--- src/rtl/aggressor_locator_pkg.sv ---
package aggressor_locator_pkg;
  typedef struct packed {
    logic load;       // capture victim, reset window to whole row
    logic selUpper;   // request addresses the upper half
    logic takeUpper;  // move window base to upper half
    logic shrink;     // halve window length
    logic markFound;  // record successful location
  } locStrobes_t;
endpackage

--- src/rtl/aggressor_locator_dp.sv ---
module aggressor_locator_dp
  import aggressor_locator_pkg::*;
#(
  parameter int ROW_BITS = 64,
  localparam int AW = $clog2(ROW_BITS)
) (
  input  logic              clk,
  input  logic              rstN,
  input  locStrobes_t       strobe,
  input  logic [AW-1:0]     victimAddr,
  output logic              lastLevel,
  output logic [AW-1:0]     reqStart,
  output logic [AW:0]       reqLen,
  output logic              reqHasVictim,
  output logic              found,
  output logic [AW-1:0]     foundAddr,
  output logic [AW:0]       foundOffset
);
  localparam logic [AW:0] FULL_LEN = (AW+1)'(ROW_BITS);

  logic [AW-1:0] winBase;
  logic [AW:0]   winLen;
  logic [AW-1:0] victimQ;
  logic          foundQ;
  logic [AW:0]   halfLen;
  logic [AW:0]   winEnd;

  assign halfLen = winLen >> 1;

  always_ff @(posedge clk) begin
    if (!rstN) begin
      winBase <= '0;
      winLen  <= FULL_LEN;
      victimQ <= '0;
      foundQ  <= 1'b0;
    end else if (strobe.load) begin
      winBase <= '0;
      winLen  <= FULL_LEN;
      victimQ <= victimAddr;
      foundQ  <= 1'b0;
    end else begin
      if (strobe.takeUpper) winBase <= winBase + halfLen[AW-1:0];
      if (strobe.shrink)    winLen  <= halfLen;
      if (strobe.markFound) foundQ  <= 1'b1;
    end
  end

  assign lastLevel    = (halfLen == (AW+1)'(1));
  assign reqStart     = strobe.selUpper ? winBase + halfLen[AW-1:0] : winBase;
  assign reqLen       = halfLen;
  assign winEnd       = {1'b0, reqStart} + reqLen;
  assign reqHasVictim = ({1'b0, victimQ} >= {1'b0, reqStart}) && ({1'b0, victimQ} < winEnd);
  assign found        = foundQ;
  assign foundAddr    = winBase;
  assign foundOffset  = {1'b0, winBase} - {1'b0, victimQ};
endmodule

--- src/rtl/aggressor_locator_ctrl.sv ---
module aggressor_locator_ctrl
  import aggressor_locator_pkg::*;
(
  input  logic        clk,
  input  logic        rstN,
  input  logic        start,
  input  logic        rspValid,
  input  logic        rspFail,
  input  logic        lastLevel,
  output locStrobes_t strobe,
  output logic        busy,
  output logic        reqValid,
  output logic        doneValid
);
  typedef enum logic [2:0] {
    S_IDLE, S_ASK_LO, S_WAIT_LO, S_ASK_HI, S_WAIT_HI, S_FINISH
  } locState_t;

  locState_t state, nextState;

  always_ff @(posedge clk) begin
    if (!rstN) state <= S_IDLE;
    else       state <= nextState;
  end

  always_comb begin
    nextState = state;
    strobe    = '0;
    strobe.selUpper = (state == S_ASK_HI) || (state == S_WAIT_HI);
    case (state)
      S_IDLE: if (start) begin
        strobe.load = 1'b1;
        nextState   = S_ASK_LO;
      end
      S_ASK_LO: nextState = S_WAIT_LO;
      S_WAIT_LO: if (rspValid) begin
        if (rspFail) begin
          strobe.shrink    = 1'b1;
          strobe.markFound = lastLevel;
          nextState        = lastLevel ? S_FINISH : S_ASK_LO;
        end else begin
          nextState = S_ASK_HI;
        end
      end
      S_ASK_HI: nextState = S_WAIT_HI;
      S_WAIT_HI: if (rspValid) begin
        if (rspFail) begin
          strobe.takeUpper = 1'b1;
          strobe.shrink    = 1'b1;
          strobe.markFound = lastLevel;
          nextState        = lastLevel ? S_FINISH : S_ASK_LO;
        end else begin
          nextState = S_FINISH;
        end
      end
      S_FINISH: nextState = S_IDLE;
      default:  nextState = S_IDLE;
    endcase
  end

  assign busy      = (state != S_IDLE);
  assign reqValid  = (state == S_ASK_LO) || (state == S_ASK_HI);
  assign doneValid = (state == S_FINISH);
endmodule

--- src/rtl/aggressor_locator.sv ---
module aggressor_locator
  import aggressor_locator_pkg::*;
#(
  parameter int ROW_BITS = 64,
  localparam int AW = $clog2(ROW_BITS)
) (
  input  logic          clk,
  input  logic          rstN,
  input  logic          start,
  input  logic [AW-1:0] victimAddr,
  output logic          busy,
  output logic          reqValid,
  output logic [AW-1:0] reqStart,
  output logic [AW:0]   reqLen,
  output logic          reqHasVictim,
  input  logic          rspValid,
  input  logic          rspFail,
  output logic          doneValid,
  output logic          found,
  output logic [AW-1:0] foundAddr,
  output logic [AW:0]   foundOffset
);
  locStrobes_t strobe;
  logic        lastLevel;

  aggressor_locator_ctrl u_ctrl (
    .clk(clk), .rstN(rstN), .start(start), .rspValid(rspValid),
    .rspFail(rspFail), .lastLevel(lastLevel), .strobe(strobe),
    .busy(busy), .reqValid(reqValid), .doneValid(doneValid)
  );

  aggressor_locator_dp #(.ROW_BITS(ROW_BITS)) u_dp (
    .clk(clk), .rstN(rstN), .strobe(strobe), .victimAddr(victimAddr),
    .lastLevel(lastLevel), .reqStart(reqStart), .reqLen(reqLen),
    .reqHasVictim(reqHasVictim), .found(found), .foundAddr(foundAddr),
    .foundOffset(foundOffset)
  );
endmodule

--- config.mk ---
export PLATFORM = sky130hd
export DESIGN_NAME = aggressor_locator
export DESIGN_NICKNAME = d
export VERILOG_FILES = /design/src/rtl/aggressor_locator_pkg.sv /design/src/rtl/aggressor_locator_dp.sv /design/src/rtl/aggressor_locator_ctrl.sv /design/src/rtl/aggressor_locator.sv
export SDC_FILE = /design/constraint.sdc
export NUM_CORES = 1
export LEC_CHECK = 0
export BUFFER_PORTS_ARGS = -buffer_cell sky130_fd_sc_hd__buf_4
export CELL_PAD_IN_SITES_DETAIL_PLACEMENT = 0
export CELL_PAD_IN_SITES_GLOBAL_PLACEMENT = 1
export CORE_ASPECT_RATIO = 0.7
export CORE_UTILIZATION = 43
export CTS_BUF_LIST = sky130_fd_sc_hd__clkbuf_4
export CTS_CLUSTER_SIZE = 25
export DETAILED_ROUTE_END_ITERATION = 7
export GPL_TIMING_DRIVEN = 0
export PLACE_DENSITY_LB_ADDON = 0.1
export SYNTH_ARGS = -nofsm -noshare
export SYNTH_HDL_FRONTEND = slang
export SYNTH_HIERARCHICAL = 1
export SYNTH_SLANG_ARGS = --single-unit
--- constraint.sdc ---
create_clock -name clk -period 5 [get_ports clk]
set_clock_uncertainty 0.1 [all_clocks]
set_input_delay 1 -clock clk [delete_from_list [all_inputs] [get_ports clk]]
set_output_delay 1 -clock clk [all_outputs]
set_load 0.01 [all_outputs]
Word-level counts from Yosys, hierarchy flattened. Cells that the tools add are included.

Flip-flop bits (word level): 23. Logic and storage cells: 43.

Add/subtract/negate cells: 3. Order comparisons: 2. Equal/unequal tests: 9. Multiplexer cells: 16. Bitwise logic cells: 1. Reduce and logical (&&, ||, !) cells: 7.

Operators by type and width (number): 3-bit two-way mux (8); 3-bit case mux with 5 select lines (1); 6-bit by 6-bit adder with 7-bit output (1); 6-bit by 7-bit less-than comparator with 1-bit output (1); 6-bit by 6-bit subtractor with 7-bit output (1); 6-bit adder (1); 3-bit by 2-bit == test with 1-bit output (second input constant) (2); 3-bit == test (second input constant) (2); 6-bit by 1-bit == test with 1-bit output (second input constant) (1); 6-bit greater-or-equal comparator (1); 6-bit two-way mux (1); 2-bit inequality test (second input constant) (3); 2-bit two-way mux (2); 2-bit case mux with 2 select lines (1); 3-bit by 1-bit == test with 1-bit output (second input constant) (1); 3-bit zero test (1); 1-bit two-way mux (3); 3-bit AND reduction (1); 3-bit nonzero test (1); 1-bit logical OR (2); 2-bit OR reduction (1); 1-bit logical AND (1); 1-bit inverter (1).

Logic depth before layout (Yosys ltp). Gate-level depths: netlist of the first run.

Depth in word-level cells: 6. Gate-level depth with buffers: 15. Depth with buffers taken out: 14.

By module. Netlist of the first run, hierarchy kept.

By module, submodules not included: aggressor_locator_dp (instances 1, cells an instance 215, area each 1851.8 um^2, seq. area each 380.4 um^2); aggressor_locator_ctrl (instances 1, cells an instance 35, area each 280.3 um^2, seq. area each 60.1 um^2).

Worst setup path after synthesis of the first run. No wires, ideal clock.

Path type: register -> output. Start: register u_ctrl.state[1]. End: output port reqHasVictim. Arrival: 3.296 ns. Required time: 3.900 ns. Setup slack: 0.604 ns. Stages on the path, launching flop included: 15. Cell sequence: dfxtp_1 -> buf_6 -> or3b_4 -> nand2_1 -> buf_4 -> o21ai_0 -> ha_1 -> fa_1 -> a21o_1 -> a21oi_1 -> xor2_1 -> ha_1 -> a211oi_1 -> o21ai_0 -> a32oi_1.

RTL lines: from (decl) (line aggressor_locator_ctrl.sv:19) `locState_t state, nextState;`; from (signal assigned) (line aggressor_locator_ctrl.sv:23) `else state <= nextState;`; to (decl) (line aggressor_locator.sv:15) `output logic reqHasVictim,`.

==> results of run 1 <==
-- registers in the layout, summed over array words and instances, names as in the netlist --
register and flops:
u_ctrl/state 3, u_dp/found 1, u_dp/foundAddr 6, u_dp/victimQ 6, u_dp/winLen 6
-- power breakdown --
part,internal (mW),switching [mW],total (mW)
clock,0.0810,0.0603,0.141
combinational,0.0850,0.0822,0.167
sequential,0.182,0.00747,0.189
-- how the worst max path moves through the flow --
| stage | from | end | slack (ps) | cells past startpoint |
|---|---|---|---|---|
| 2_1_floorplan | u_ctrl/state[1]$_SDFFE_PN0P_ | reqHasVictim | 600 | 14 |
| 3_3_place_gp | u_ctrl/state[1]$_SDFFE_PN0P_ | reqHasVictim | 310 | 15 |
| 3_5_place_dp | u_ctrl/state[1]$_SDFFE_PN0P_ | reqHasVictim | 340 | 15 |
| 4_1_cts | u_ctrl/state[1]$_SDFFE_PN0P_ | reqHasVictim | 10 | 15 |
| 5_1_grt | u_ctrl/state[1]$_SDFFE_PN0P_ | reqHasVictim | 3 | 15 |
| 6_report | u_ctrl/state[1]$_SDFFE_PN0P_ | reqHasVictim | 220 | 15 |
-- worst max-delay path, delay by kind of cell (launching register included) --
family                   cells  cell delay (ps)
AND/OR/NAND/NOR              2              570
adder cells (fa/ha/maj)      3              870
AO/OA/AOI/OAI                6              960
XOR/XNOR                     1              160
flip-flops                   1              330
buffers and inverters        3              450
-- per-layer routing --
layer / vias to the layer above / part of all wire
met5: - / 0
met4: 0 / 0.0040
met3: 2 / 0.039
met2: 35 / 0.37
met1: 794 / 0.58
li1: 980 / -
-- cell type report --
type | count | area (um2) | area share
Sequential cell | 22 | 445 | 0.171
Tap cell | 69 | 86.3 | 0.0332
Clock inverter | 1 | 30.0 | 0.0116
Timing Repair Buffer | 40 | 300 | 0.116
Inverter | 20 | 75.1 | 0.0289
Clock buffer | 3 | 22.5 | 0.00867
Multi-Input combinational cell | 195 | 1550 | 0.595
Buffer | 13 | 93.8 | 0.0361
-- cells in the mapped netlist, types with 2 or more instances --
master     count  share of area
ha_1          28           0.16
nor2_1        25          0.044
dfxtp_1       22           0.21
inv_1         20          0.035
mux2i_1       16          0.075
a21oi_1       13          0.031
nor2b_1       12          0.035
nand2_1       10          0.018
o21ai_0        9          0.021
a211oi_1       6          0.021
nor3_1         6          0.014
xnor2_1        6          0.025
a21o_1         5          0.018
nand2b_1       5          0.015
nor3b_1        4          0.014
xor2_1         4          0.016
buf_4          3          0.011
buf_6          3          0.016
clkbuf_1       3         0.0053
fa_1           3          0.028
or3_1          3         0.0088
a31oi_1        2         0.0059
and3_1         2         0.0059
buf_2          2         0.0047
mux2_2         2          0.011
nand3b_1       2         0.0070
nor4_1         2         0.0059
o2111ai_1      2         0.0082
o211ai_1       2         0.0070
o21a_1         2         0.0070
-- cells by family (layout without fill, tap and decap cells) --
group                    Yosys count  in the layout  share of synthesized area
multiplexers                      18             18                     0.0857
XOR/XNOR                          11             11                     0.0487
other                              1              1                    0.00176
AND/OR/NAND/NOR                   81             81                      0.210
AO/OA/AOI/OAI                     53             53                      0.178
adder cells (fa/ha/maj)           31             31                      0.192
buffers and inverters             33             77                     0.0769
flip-flops                        22             22                      0.207
==> flow_metrics.py, run 1 <==
metrics = {
    "worst_setup_path": {
        "critPathMaxFanout": 10,
        "critPathRequiredTime_ps": 3900,
        "end_kind": "output pin",
        "crit_slowest_cell": "or3b_4",
        "criticalPathCategory": "reg -> out",
        "slowest_delay_ps": 410,
        "crit_path_cell_trace": "buf_6 -> or3b_4 -> nand2_2 -> buf_6 -> o21ai_1 -> ha_1 -> fa_2 -> a21o_1 -> a21oi_1 -> xor2_1 -> ha_1 -> a211oi_1 -> o21ai_0 -> a32oi_1 -> buf_4",
        "crit_path_start_kind": "flip-flop",
        "rr_startpoint": "u_ctrl/state[0]$_SDFFE_PN0P_",
        "rr_worst_depth": 8,
        "r2r_end": "u_dp/foundAddr[2]$_SDFFE_PP0P_",
        "worstPathArrival_ps": 3680,
        "r2r_setup_slack_ps": 2760,
    },
    "synthesis": {
        "yosysSeqAreaShare": 0.207,
        "synth_cell_types": 56,
        "synth_seq_cells": 22,
        "synthCells": 250,
        "yosysWarningCount": 6,
        "synth-edff-count": 0,
        "synth_ff_type": "dfxtp_1",
        "synth_area_um2": 2130,
        "synth_nets": 292,
        "avgSynthCellArea_um2": 8.53,
        "async_flop_share": 0,
    },
    "global_routing": {
        "grt.met3_usage": 0.0354,
        "antenna_found_initial": 0,
        "grt_pass1_vias": 1536,
        "grt_usage": 0.187,
        "grtUsageMet1": 0.292,
        "busiest_layer": "met1",
        "grt_overflow_total": 0,
        "grt_max_degree": 14,
        "grt_pass1_wl_mm": 7.49,
        "met2_usage": 0.270,
    },
    "clocking": {
        "clk_latency_ps": 320,
        "cts_tree": "yes",
        "clock-sinks": 22,
        "clkTransAtPathRegs_ps": 140,
        "ctsRootBufferMaster": "clkbuf_4",
        "clock_path_buffers": 2,
        "cts_max_level": 1,
        "cts_resized": 1,
        "cts_buffers": 3,
        "post_cts_buffers": 0,
        "hold_buffers": 0,
    },
    "timing": {
        "timing.fmax_mhz": 209,
        "setup_slack_ps": 217,
        "setup_violations": 0,
        "holdWs_ps": 391,
        "slew_headroom": 0.665,
        "maxSlewViolCount": 0,
        "hold_viol": 0,
        "min_period_ps": 4780,
        "tightest_slew_ps": 502,
        "setup-tns-final_ps": 0,
        "rsz0062_at_grt": "false",
        "finalCritPeriodShare": 0.957,
    },
    "layout": {
        "antenna_cells": 0,
        "final_cell_mix": "42 x buf_4, 28 x ha_1, 25 x nor2_1",
        "fin_cells": 363,
        "layout.nets": 337,
        "fin_util": 0.543,
        "area_delta_synth_final_pct": 21.9,
        "fillers": 509,
        "drive_gt1_frac": 0.252,
        "final_common_cell": "buf_4",
        "final_cell_area_um2": 2600,
    },
    "power": {
        "peakVddDrop_mv": 0.0762,
        "power_density_nw_per_um2": 192,
        "power_leakage_nw": 1.15,
        "power.total_mw": 0.498,
    },
    "detailed_routing": {
        "drt_iter0_drc": 61,
        "final_antenna_net_count": 0,
        "dr.pass1.iters": 4,
        "routed_via_density": 4.99,
        "routed-via-count": 1811,
        "wirelength_mm": 4.75,
        "drc": 0,
        "wl_per_cell_um": 13.1,
    },
    "placed_design": {
        "place_ws_ps": 338,
        "gp_congestion": 0.797,
        "port_buffers": 40,
        "placed_cell_area_um2": 2520,
        "place_inst": 359,
        "hpwl_mm": 3.76,
    },
    "die": {
        "die_h_um": 60.9,
        "initial_core_util": 0.446,
        "die_x_um": 86.2,
        "die-area_um2": 5250,
        "floorplan.io_pins": 42,
        "row_count": 21,
        "coreArea_um2": 4780,
    },
    "status": {
        "status": "finished, final reports clean",
    },
    "worst_hold_path": {
        "min_path_cells": 2,
        "min_from": "u_dp/found$_SDFFE_PP0P_",
        "hold_end": "u_dp/found$_SDFFE_PP0P_",
        "hold_class": "reg -> reg",
    },
    "job": {
        "drv_cap": 0,
    },
}
Power figures use the tool's default switching activity.
==> inputs of run 2 (changes only) <==
--- a/config.mk
+++ b/config.mk
@@ -14,7 +14,9 @@
 export CTS_CLUSTER_SIZE = 25
 export DETAILED_ROUTE_END_ITERATION = 7
 export GPL_TIMING_DRIVEN = 0
+export MAX_ROUTING_LAYER = met4
 export PLACE_DENSITY_LB_ADDON = 0.1
+export SLEW_MARGIN = 15
 export SYNTH_ARGS = -nofsm -noshare
 export SYNTH_HDL_FRONTEND = slang
 export SYNTH_HIERARCHICAL = 1
==> run 2 against run 1 <==
- hold slack did not move
- combinational power barely moved
- clock-buffer cell count did not move
- die area unchanged
- global-route usage rose by 0.63 points
- sequential power about the same
- sequential share of layout area stayed put
- register-to-register slack is essentially flat
- final cell count is the same
- utilization stayed put
- critical path type unchanged
- largest cell class unchanged
- highest routed layer unchanged
==> flow_metrics.py, run 2 (synthesized netlist as in run 1, its figures left out) <==
metrics = {
    "status": {
        "status": "finished, final reports clean",
    },
    "power": {
        "peakVddDrop_mv": 0.0762,
        "power_density_nw_per_um2": 192,
        "power.total_mw": 0.498,
        "power_leakage_nw": 1.15,
    },
    "global_routing": {
        "antenna_found_initial": 0,
        "grt_max_degree": 14,
        "grt_usage": 0.193,
        "grt_overflow_total": 0,
        "grt_pass1_wl_mm": 7.49,
        "grt_pass1_vias": 1536,
    },
    "worst_setup_path": {
        "slowest_delay_ps": 410,
        "crit_slowest_cell": "or3b_4",
        "critPathRequiredTime_ps": 3900,
        "cp-endpoint": "reqHasVictim",
        "worstPathArrival_ps": 3680,
        "rr_worst_depth": 8,
        "rr_startpoint": "u_ctrl/state[0]$_SDFFE_PN0P_",
        "r2r_setup_slack_ps": 2760,
        "end_kind": "output pin",
        "crit_path_start_kind": "flip-flop",
        "crit_path_cell_trace": "buf_6 -> or3b_4 -> nand2_2 -> buf_6 -> o21ai_1 -> ha_1 -> fa_2 -> a21o_1 -> a21oi_1 -> xor2_1 -> ha_1 -> a211oi_1 -> o21ai_0 -> a32oi_1 -> buf_4",
        "startpoint": "u_ctrl/state[1]$_SDFFE_PN0P_",
        "criticalPathCategory": "reg -> out",
        "critPathMaxFanout": 10,
        "r2r_end": "u_dp/foundAddr[2]$_SDFFE_PP0P_",
    },
    "placed_design": {
        "placed_cell_area_um2": 2520,
        "place_inst": 359,
        "gp_congestion": 0.808,
        "hpwl_mm": 3.76,
        "place_ws_ps": 338,
        "port_buffers": 40,
    },
    "clocking": {
        "clock_path_buffers": 2,
        "ctsRootBufferMaster": "clkbuf_4",
        "cts_buffers": 3,
        "clkTransAtPathRegs_ps": 140,
        "clock-sinks": 22,
        "cts_max_level": 1,
        "clk_latency_ps": 320,
        "post_cts_buffers": 0,
        "cts_tree": "yes",
    },
    "timing": {
        "setup-tns-final_ps": 0,
        "min_period_ps": 4780,
        "hold_viol": 0,
        "tightest_slew_ps": 502,
        "maxSlewViolCount": 0,
        "slew_headroom": 0.665,
        "holdWs_ps": 391,
        "finalCritPeriodShare": 0.957,
        "setup_violations": 0,
        "timing.fmax_mhz": 209,
        "rsz0062_at_grt": "false",
        "setup_slack_ps": 217,
    },
    "detailed_routing": {
        "drt_iter0_drc": 61,
        "wirelength_mm": 4.75,
        "final_antenna_net_count": 0,
        "routed-via-count": 1811,
        "drc": 0,
        "routed_via_density": 4.99,
        "wl_per_cell_um": 13.1,
        "dr.pass1.iters": 4,
    },
    "job": {
        "drv_cap": 0,
    },
    "layout": {
        "final_cell_area_um2": 2600,
        "fillers": 509,
        "antenna_cells": 0,
        "area_delta_synth_final_pct": 21.9,
        "fin_cells": 363,
        "final_common_cell": "buf_4",
        "drive_gt1_frac": 0.252,
        "layout.nets": 337,
        "fin_util": 0.543,
        "final_cell_mix": "42 x buf_4, 28 x ha_1, 25 x nor2_1",
    },
    "die": {
        "die_x_um": 86.2,
        "row_count": 21,
        "coreArea_um2": 4780,
        "floorplan.io_pins": 42,
        "die-area_um2": 5250,
        "die_h_um": 60.9,
        "initial_core_util": 0.446,
    },
    "worst_hold_path": {
        "hold_class": "reg -> reg",
        "min_path_cells": 2,
    },
}
run 2: cell counts in the layout (fill, tap and decap cells not counted):
Identical to the previous run, type by type.
run 2: area by class of cell:
| class | instances | area, um2 | area share |
|---|---|---|---|
| inverters | 20 | 75.1 | 0.0289 |
| well taps | 69 | 86.3 | 0.0332 |
| repair buffers | 40 | 300 | 0.116 |
| clock buffers | 3 | 22.5 | 0.00867 |
| flip-flops and latches | 22 | 445 | 0.171 |
| clock inverters | 1 | 30.0 | 0.0116 |
| plain buffers | 13 | 93.8 | 0.0361 |
| multi-input cells | 195 | 1550 | 0.595 |
run 2: worst min path at each step:
stage	from	to	slack [ps]
after floorplan	u_dp/found$_SDFFE_PP0P_	u_dp/found$_SDFFE_PP0P_	400
after global placement	u_dp/found$_SDFFE_PP0P_	u_dp/found$_SDFFE_PP0P_	360
after detailed placement	u_dp/found$_SDFFE_PP0P_	u_dp/found$_SDFFE_PP0P_	370
after CTS	u_dp/found$_SDFFE_PP0P_	u_dp/found$_SDFFE_PP0P_	400
after global routing	u_dp/found$_SDFFE_PP0P_	u_dp/found$_SDFFE_PP0P_	430
final	u_dp/found$_SDFFE_PP0P_	u_dp/found$_SDFFE_PP0P_	390
run 2: where the power goes:
group | switching, mW | leakage, nW | total, mW | internal [mW]
Clock | 0.0603 | 0.0279 | 0.141 | 0.0810
Sequential | 0.00747 | 0.180 | 0.189 | 0.182
Combinational | 0.0821 | 0.947 | 0.167 | 0.0850
Total | 0.150 | 1.15 | 0.498 | 0.348
run 2: routing by layer:
layer  part of all wire  up-vias  GRT usage  routed length, um
li1                   -      980          -                  -
met1               0.58      794      0.293               2770
met4             0.0040        0     0.0214                 19
met2               0.37       35      0.270               1780
met3              0.038        2     0.0340                181
met5                  0        -          -                  0
run 2: what timing repair did:
item | in CTS | in global routing
resized for setup | 1 | 12
endpoints found under the hold margin | 0 | 0
hold buffers | 0 | 0
endpoints found under the setup margin | 1 | 1
run 2: critical path, delay by kind of cell (launching register included):
| kind | cells | cell delay, ps |
|---|---|---|
| AO/OA/AOI/OAI | 6 | 960 |
| adder cells (fa/ha/maj) | 3 | 870 |
| AND/OR/NAND/NOR | 2 | 570 |
| buffers and inverters | 3 | 450 |
| flip-flops | 1 | 330 |
| XOR/XNOR | 1 | 160 |
==> inputs of run 3 (changes only) <==
--- a/config.mk
+++ b/config.mk
@@ -5,15 +5,15 @@
 export SDC_FILE = /design/constraint.sdc
 export NUM_CORES = 1
 export LEC_CHECK = 0
+export ABC_AREA = 1
 export BUFFER_PORTS_ARGS = -buffer_cell sky130_fd_sc_hd__buf_4
 export CELL_PAD_IN_SITES_DETAIL_PLACEMENT = 0
 export CELL_PAD_IN_SITES_GLOBAL_PLACEMENT = 1
 export CORE_ASPECT_RATIO = 0.7
-export CORE_UTILIZATION = 43
+export CORE_UTILIZATION = 40
 export CTS_BUF_LIST = sky130_fd_sc_hd__clkbuf_4
 export CTS_CLUSTER_SIZE = 25
 export DETAILED_ROUTE_END_ITERATION = 7
-export GPL_TIMING_DRIVEN = 0
 export MAX_ROUTING_LAYER = met4
 export PLACE_DENSITY_LB_ADDON = 0.1
 export SLEW_MARGIN = 15
==> run 3 against run 2 <==
- global-route usage increased by 2.4 points
- combinational power increased by 67%
- largest power group is now combinational logic
- synthesized cell count increased by 14%
==> flow_metrics.py, run 3 <==
metrics = {
    "die": {
        "floorplan.io_pins": 42,
        "die-area_um2": 5180,
        "die_h_um": 60.5,
        "initial_core_util": 0.435,
        "row_count": 20,
        "coreArea_um2": 4500,
        "die_x_um": 85.6,
    },
    "timing": {
        "min_period_ps": 4550,
        "maxSlewViolCount": 0,
        "slew_headroom": 0.361,
        "setup_slack_ps": 448,
        "tightest_slew_ps": 951,
        "holdWs_ps": 412,
        "finalCritPeriodShare": 0.910,
        "setup-tns-final_ps": 0,
        "rsz0062_at_grt": "false",
        "timing.fmax_mhz": 220,
        "setup_violations": 0,
        "hold_viol": 0,
    },
    "worst_setup_path": {
        "critPathRequiredTime_ps": 3900,
        "critPathMaxFanout": 6,
        "worstPathArrival_ps": 3450,
        "rr_worst_depth": 6,
        "r2r_setup_slack_ps": 2730,
        "crit_path_start_kind": "flip-flop",
        "criticalPathCategory": "reg -> out",
        "end_kind": "output pin",
        "rr_startpoint": "u_ctrl/state[1]$_SDFFE_PN0P_",
        "startpoint": "u_dp/winLen[2]$_SDFFE_PP0P_",
        "r2r_end": "u_dp/foundAddr[1]$_SDFFE_PP0P_",
    },
    "global_routing": {
        "grtUsageMet1": 0.318,
        "grt_usage": 0.217,
        "grt.met3_usage": 0.0367,
        "busiest_layer": "met1",
        "grt_pass1_vias": 1706,
        "met2_usage": 0.313,
        "grt_max_degree": 14,
        "grt_pass1_wl_mm": 8.32,
        "antenna_found_initial": 0,
        "grt_overflow_total": 0,
    },
    "synthesis": {
        "synthCells": 285,
        "yosys.area_share.simple": 0.259,
        "synth_top_family_by_area": "simple AND/OR/NAND/NOR gates",
        "synth_area_leaders": "dfxtp_1 22%, ha_1 18%, nand2_1 11%",
        "synth_seq_cells": 22,
        "yosysWarningCount": 6,
        "avgSynthCellArea_um2": 6.87,
        "synth_most_common_cell": "nand2_1",
        "synth.largest_area_cell": "dfxtp_1",
        "synth-edff-count": 0,
        "synth_area_um2": 1960,
        "synth_nets": 327,
        "synth_top_area_frac": 0.225,
        "synthMuxAreaShare": 0,
        "synth_ff_type": "dfxtp_1",
        "synthXorXnorAreaFrac": 0.0447,
        "synth_fa_ha_area_frac": 0.210,
        "synth_commonest_cells": "56 x nand2_1, 42 x inv_1, 28 x a21oi_1, 28 x ha_1",
        "async_flop_share": 0,
        "synth_compound_area_frac": 0.152,
        "synth_cell_types": 30,
        "yosysSeqAreaShare": 0.225,
    },
    "worst_hold_path": {
        "hold_end": "u_dp/found$_SDFFE_PP0P_",
        "hold_class": "reg -> reg",
        "min_from": "u_dp/found$_SDFFE_PP0P_",
        "min_path_cells": 2,
    },
    "clocking": {
        "clock-sinks": 22,
        "post_cts_buffers": 0,
        "hold_buffers": 0,
        "cts_max_level": 1,
        "cts_tree": "yes",
        "clkTransAtPathRegs_ps": 120,
        "clock_path_buffers": 2,
        "clk_latency_ps": 310,
        "cts_buffers": 3,
        "ctsRootBufferMaster": "clkbuf_4",
    },
    "detailed_routing": {
        "final_antenna_net_count": 0,
        "wl_per_cell_um": 13.0,
        "drt_iter0_drc": 94,
        "dr.pass1.iters": 4,
        "wirelength_mm": 4.92,
        "routed-via-count": 1845,
        "drc": 0,
        "routed_via_density": 4.87,
    },
    "layout": {
        "area_delta_synth_final_pct": 19.0,
        "final_common_cell": "nand2_1",
        "drive_gt1_frac": 0.191,
        "layout.nets": 368,
        "final_cell_mix": "55 x nand2_1, 42 x inv_1, 40 x buf_4",
        "antenna_cells": 0,
    },
    "placed_design": {
        "place_ws_ps": 669,
        "gp_congestion": 0.883,
        "port_buffers": 40,
        "hpwl_mm": 4.03,
    },
    "power": {
        "p_sw_mw": 0.227,
        "power_density_nw_per_um2": 245,
        "combPwrFrac": 0.490,
        "pwr-share-clk": 0.148,
        "power_leakage_nw": 1.18,
        "p_int_mw": 0.343,
        "p_seq_frac": 0.362,
        "p_sw_frac": 0.398,
        "peakVddDrop_mv": 0.142,
    },
    "status": {
        "status": "finished, final reports clean",
    },
    "job": {
        "drv_cap": 0,
    },
}
run 3: cell count changes after synthesis, moves of 12 or more:
| cell | change |
|---|---|
| a21oi_1 | +15 |
| inv_1 | +22 |
| mux2i_1 | -16 |
| nand2_1 | +46 |
| nand3_1 | +21 |
| nor2_1 | -13 |
| nor2b_1 | -12 |
| o21ai_1 | +13 |
run 3: power by group through the flow:
| stage | Sequential [mW] | Clock (mW) | Combinational (mW) |
|---|---|---|---|
| floorplan | 0.205 | 0 | 0.184 |
| global placement | 0.210 | 0 | 0.279 |
| detailed placement | 0.210 | 0 | 0.278 |
| CTS | 0.206 | 0.0906 | 0.280 |
| global route | 0.208 | 0.0966 | 0.316 |
| finish | 0.206 | 0.0845 | 0.279 |
run 3: logic make-up after synthesis:
group	Yosys count
buf+inv	54
flops	22
fa+ha+maj	31
compound gates	56
other cells	1
simple gates	111
xor+xnor	10
run 3: worst max-delay path by stage:
stage / to / slack [ps] / cells after the start
finish: reqHasVictim / 450 / 17
global route: reqHasVictim / 150 / 14
CTS: reqHasVictim / 280 / 14
detailed placement: reqHasVictim / 670 / 14
global placement: reqHasVictim / 690 / 14
floorplan: reqHasVictim / 960 / 15
run 3: layout make-up:
| type | count | area [um2] |
|---|---|---|
| clock buffer | 3 | 22.5 |
| tap | 55 | 68.8 |
| fill | 460 | 2170 |
| multi-input combinational | 209 | 1310 |
| timing repair buffer | 40 | 300 |
| inverter | 50 | 188 |
| sequential | 22 | 440 |
run 3: metrics by stage:
step / cell area [um2] / power [mW] / utilization / std cells
floorplan: 1960 / 0.389 / - / 285
global placement: 2300 / 0.488 / 0.512 / 376
detailed placement: 2300 / 0.487 / 0.512 / 376
finish: 2330 / 0.570 / 0.517 / 379
global route: 2330 / 0.621 / 0.517 / 379
CTS: 2330 / 0.577 / 0.517 / 379
run 3: metal layers:
metal,part of all wire,vias up
li1,-,1018
met1,0.56,796
met2,0.41,31
met3,0.029,0
met4,0,0
met5,0,-
run 3: critical path, cell delays in order (launching register included):
cell	delay, ps
dfxtp_1	540
ha_1	290
nand2_1	60
nand2_1	90
nand2_1	70
nand2_1	60
a31oi_1	320
ha_1	370
nand2_1	90
nand2_1	70
a31oi_1	170
xor2_1	180
ha_1	260
a21oi_1	120
a21boi_0	180
nor2_1	50
nor2_1	80
buf_4	120
run 3: timing repair:
action,in CTS,in global routing
gates resized for setup,0,1
hold endpoints to repair,0,0
endpoints found under the setup margin,0,1
